[config.mk]
export PLATFORM = sky130hd
export DESIGN_NAME = fifo_trig_flag_ctrl
export DESIGN_NICKNAME = d
export VERILOG_FILES = /design/src/rtl/fifo_trig_pkg.sv /design/src/rtl/fifo_level_cmp.sv /design/src/rtl/modem_gate.sv /design/src/rtl/fifo_trig_flag_ctrl.sv
export SDC_FILE = /design/constraint.sdc
export NUM_CORES = 1
export LEC_CHECK = 0
export CAP_MARGIN = 40
export CORE_UTILIZATION = 35
export DETAILED_ROUTE_END_ITERATION = 16
export HOLD_SLACK_MARGIN = 0.15
export PLACE_DENSITY = 0.77
export SLEW_MARGIN = 0
export SYNTH_ARGS = -nofsm -noshare
export SYNTH_HDL_FRONTEND = slang
export SYNTH_SLANG_ARGS = --single-unit
[constraint.sdc]
create_clock -name clk -period 4.3 [get_ports clk]
set_input_delay 1.075 -clock clk [delete_from_list [all_inputs] [get_ports clk]]
set_output_delay 1.075 -clock clk [all_outputs]
set_load 0.02 [all_outputs]
[src/rtl/fifo_trig_pkg.sv]
package fifo_trig_pkg;

    typedef struct packed {
        logic [1:0] rx_sel;
        logic [1:0] tx_sel;
        logic       fc_en;
        logic [2:0] spare;
    } ctrl_t;

    // receive threshold in bytes for a depth-DEPTH queue
    function automatic int rx_level(input logic [1:0] sel, input int depth);
        case (sel)
            2'b00:   return 1;
            2'b01:   return depth / 4;
            2'b10:   return depth / 2;
            default: return (3 * depth) / 4;
        endcase
    endfunction

    // transmit threshold in bytes still queued
    function automatic int tx_level(input logic [1:0] sel, input int depth);
        case (sel)
            2'b00:   return depth / 2;
            2'b01:   return depth / 4;
            2'b10:   return 2;
            default: return 0;
        endcase
    endfunction

endpackage

[src/rtl/fifo_level_cmp.sv]
module fifo_level_cmp #(
    parameter int DEPTH = 64,
    parameter bit IS_RX = 1'b1,
    localparam int CW = $clog2(DEPTH + 1)
) (
    input  logic [1:0]    sel,
    input  logic [CW-1:0] count,
    output logic          hit
);
    import fifo_trig_pkg::*;

    logic [CW-1:0] thr;

    generate
        if (IS_RX) begin : g_rx
            always_comb begin
                thr = CW'(rx_level(sel, DEPTH));
                hit = (count >= thr);
            end
        end else begin : g_tx
            always_comb begin
                thr = CW'(tx_level(sel, DEPTH));
                hit = (count <= thr);
            end
        end
    endgenerate

endmodule

[src/rtl/modem_gate.sv]
module modem_gate (
    input  logic fc_en,
    input  logic cts_pin_n,
    input  logic rx_hit,
    output logic cts_eff_n,
    output logic rts_n_d
);
    always_comb begin
        cts_eff_n = fc_en ? cts_pin_n : 1'b0;
        rts_n_d   = fc_en ? rx_hit    : 1'b0;
    end
endmodule

[src/rtl/fifo_trig_flag_ctrl.sv]
module fifo_trig_flag_ctrl #(
    parameter int DEPTH = 64,
    localparam int CW = $clog2(DEPTH + 1)
) (
    input  logic          clk,
    input  logic          rst_n,
    input  logic          reg_we,
    input  logic [7:0]    reg_wdata,
    output logic [7:0]    reg_rdata,
    input  logic [CW-1:0] rx_count,
    input  logic [CW-1:0] tx_count,
    input  logic          rx_lvl_clr,
    input  logic          tx_lvl_clr,
    input  logic          cts_pin_n,
    output logic          rx_lvl_flag,
    output logic          tx_lvl_flag,
    output logic          cts_eff_n,
    output logic          rts_n
);
    import fifo_trig_pkg::*;

    typedef struct packed {
        ctrl_t ctrl;
        logic  rx_flag;
        logic  tx_flag;
        logic  rts_n;
    } state_t;

    state_t st_d, st_q;
    logic   rx_hit, tx_hit, rts_n_nx;

    fifo_level_cmp #(.DEPTH(DEPTH), .IS_RX(1'b1)) rx_cmp_i (
        .sel   (st_q.ctrl.rx_sel),
        .count (rx_count),
        .hit   (rx_hit)
    );

    fifo_level_cmp #(.DEPTH(DEPTH), .IS_RX(1'b0)) tx_cmp_i (
        .sel   (st_q.ctrl.tx_sel),
        .count (tx_count),
        .hit   (tx_hit)
    );

    modem_gate gate_i (
        .fc_en     (st_q.ctrl.fc_en),
        .cts_pin_n (cts_pin_n),
        .rx_hit    (rx_hit),
        .cts_eff_n (cts_eff_n),
        .rts_n_d   (rts_n_nx)
    );

    always_comb begin
        st_d = st_q;
        if (reg_we) begin
            st_d.ctrl = ctrl_t'(reg_wdata);
        end
        // condition wins over a clear arriving in the same cycle
        st_d.rx_flag = rx_hit | (st_q.rx_flag & ~rx_lvl_clr);
        st_d.tx_flag = tx_hit | (st_q.tx_flag & ~tx_lvl_clr);
        st_d.rts_n   = rts_n_nx;
    end

    always_ff @(posedge clk or negedge rst_n) begin
        if (!rst_n) begin
            st_q <= '0;
        end else begin
            st_q <= st_d;
        end
    end

    assign reg_rdata   = st_q.ctrl;
    assign rx_lvl_flag = st_q.rx_flag;
    assign tx_lvl_flag = st_q.tx_flag;
    assign rts_n       = st_q.rts_n;

endmodule

==> reports/results.txt <==
Seq/Total Area, Yosys: 0.4444
Reg2reg path depth: 5
Crit path time final: 3.286 ns
Skew-Pair Late Insertion Delay: 0.27 ns
Post-Synth Simple-Gate Area: 0.1293
Switching pwr: 0.08690 mW
Via count: 550
Buffers on Ports: 39
CP startpoint: cts_pin_n
DR WL/cell: 12.14 um
Clock power frac: 0.242
Setup TNS: 0 ns
Setup violations, final: 0
Fin crit share: 0.7642
Ant diodes: 0
Layout cell share with drive strength beyond 1: 0.1263
Rel. slew slack: 0.6572
Worst Skew: 0.001212 ns
DIE AREA: 1942 um2
F_max: 304.3 MHz
Critical Path AT: 2.21 ns
Grt total ovfl: 0
Critical path's slowest cell: clkdlybuf4s50_1
Mux cell area share after synthesis: 0.1091
Buf/Inv on CP: 2
First-iteration detailed-routing DRC count: 8
Critical Path Start Type: input pin
Area leader, netlist: dfrtp_1
Most frequent cells in the layout: clkdlybuf4s50_1, dfrtp_1, inv_1
H-tree depth: 1
Hpwl dp: 1149 um
Setup bufs post-CTS: 0
CP Depth: 3
WL final: 1348 um
Synth top area share: 0.4444
PostCTS Resize Cnt: 0
Worst-margin pin slew: 0.5127 ns
Hold Fails Final Rpt: 0
Status: finished clean
Final Non-Filler Cells: 111
Crit-path cells: clkdlybuf4s50_1, and2_1, clkdlybuf4s50_1
Comb pwr share: 0.350
Initial Util: 0.3929
Die W: 44.07 um
Max-slew violations: 0
Core region area: 1577 um2
Crit path to: cts_eff_n
Vias in the first global route: 572
Avg Vias per Cell: 4.955
RR Startpoint: reg_rdata[4]
Initial antenna violation count: 0
Area growth syn-to-layout: 68.69%
PwrDens: 284.3 nW/um2
Worst reg-to-reg setup slack: 2.60 ns
Final net count: 130
Layout Utilization: 0.6627
Largest family of logic cells by synthesized area: compound AO/OA/AOI/OAI gates
Hold crit path type: register to register
Gr usage total: 0.1601
Cell Int Power: 0.2101 mW
Most common cell after layout, fill and taps aside: clkdlybuf4s50_1
Synth area leaders: dfrtp_1, ha_1, mux2_2, inv_1, o311ai_4
Post-synth cell types: 22
Max-Cap Viols: 0
CP Max Fanout: 1
Peak VDD IR: 0.2047 mV
Syn Inst Count: 54
Cell mode on critical path: clkdlybuf4s50_1
Post-Synth XOR/XNOR Area: 0
Seq pwr share: 0.408
Setup crit end kind: output pin
Root Driver: clkbuf_4
CTS buffer count: 3
Syn_nets: 88
R2R Path End: tx_lvl_flag
CTS Buffer Depth: 2
Pwr Total: 0.2971 mW
Clk sink count: 11
Hold wc startpoint: reg_rdata[2]
Synth Area in Adders: 0.1212
Ys Warns: 0
CTS clk-pin slew, worst paths: 0.08 ns
Drt pass-1 iters: 5
Critical path's top delay family: buffers and inverters
Synth Cell Area: 619.3 um2
CTS tree: yes
Placed cells: 107
Slowest stage delay, CP: 0.59 ns
Worst EP required: 3.22 ns
Switch share: 0.2926
CTS hold repair buffers: 0
Pleak: 0.4479 nW
Mean Syn Cell Area: 11.47 um2
#FFs+latches synth: 11
Top Ports: 40
Complex-gate fraction of the synthesized area: 0.1333
Chip Height: 44.07 um
RSZ-0062 raised after global routing: false
Num rows: 14
Hold slack: 0.5071 ns
Final antenna-violating net count: 0
Largest net degree at the start of global routing: 12
Routability Congestion: 0.6880
Global-route wire length before repair: 2297 um
Crit Path Category: input pin to output pin
Residual DRC: 0
-- cells in the mapped netlist --
cell       n
dfrtp_1   11
inv_1      7
ha_1       6
mux2_2     6
a211oi_1   2
nand2_1    2
nand2b_1   2
nand3_1    2
nor2_1     2
o21ai_1    2
a21boi_1   1
a31o_1     1
a32o_1     1
and2_1     1
and4bb_1   1
buf_2      1
buf_4      1
nor2b_1    1
o21ai_0    1
o311ai_4   1
or2_1      1
or3_4      1
-- routing by layer --
layer,global-route usage,share of wire,vias up
li1,-,-,269
met1,0.1697,0.41,255
met2,0.3000,0.50,26
met3,0.08163,0.089,0
met4,0,0,0
met5,0,0,-
-- area by class of cell --
class	instances	area (um2)
clock inverters	1	5.005
multi-input cells	34	305.3
clock buffers	3	22.52
fillers	138	531.8
inverters	7	26.28
flip-flops and latches	11	275.3
repair buffers	39	390.4
well taps	16	20.02
-- state kept, by name, indices dropped and copies added, names as in the netlist --
| signal | count |
|---|---|
| reg_rdata | 8 |
| tx_lvl_flag | 1 |
| rx_lvl_flag | 1 |
| rts_n | 1 |
-- kinds of logic after synthesis --
family          Yosys count
compound gates            9
fa+ha+maj                 6
buf+inv                   9
flops                    11
mux                       6
simple gates             13
-- metrics by stage --
stage / cell area, um2 / setup slack, ns
2_1_floorplan: 619.3 / 1.940
5_1_grt: 1045 / 0.9596
3_5_place_dp: 1017 / 1.009
6_report: 1045 / 1.014
3_3_place_gp: 1017 / 1.005
4_1_cts: 1045 / 1.009
-- worst register-to-register path, delay by kind of cell (launching register included) --
family	cells	cell delay, ns
compound gates	2	0.41
fa+ha+maj	1	0.31
simple gates	2	0.46
flops	1	0.42
-- power groups by stage --
| stage | registers (mW) | logic (mW) | clock network, mW |
|---|---|---|---|
| 2_1_floorplan | 0.136 | 0.0371 | 0 |
| 3_3_place_gp | 0.123 | 0.102 | 0 |
| 3_5_place_dp | 0.124 | 0.105 | 0 |
| 4_1_cts | 0.122 | 0.105 | 0.0752 |
| 5_1_grt | 0.123 | 0.113 | 0.0786 |
| 6_report | 0.121 | 0.104 | 0.0720 |
-- worst min path at each step --
stage / endpoint / slack [ns] / cells after the start
3_5_place_dp: reg_rdata[2] / 0.50 / 1
5_1_grt: reg_rdata[1] / 0.53 / 1
2_1_floorplan: reg_rdata[3] / 0.51 / 1
3_3_place_gp: reg_rdata[2] / 0.49 / 1
6_report: reg_rdata[2] / 0.51 / 1
4_1_cts: reg_rdata[2] / 0.51 / 1
Power figures use the tool's default switching activity.
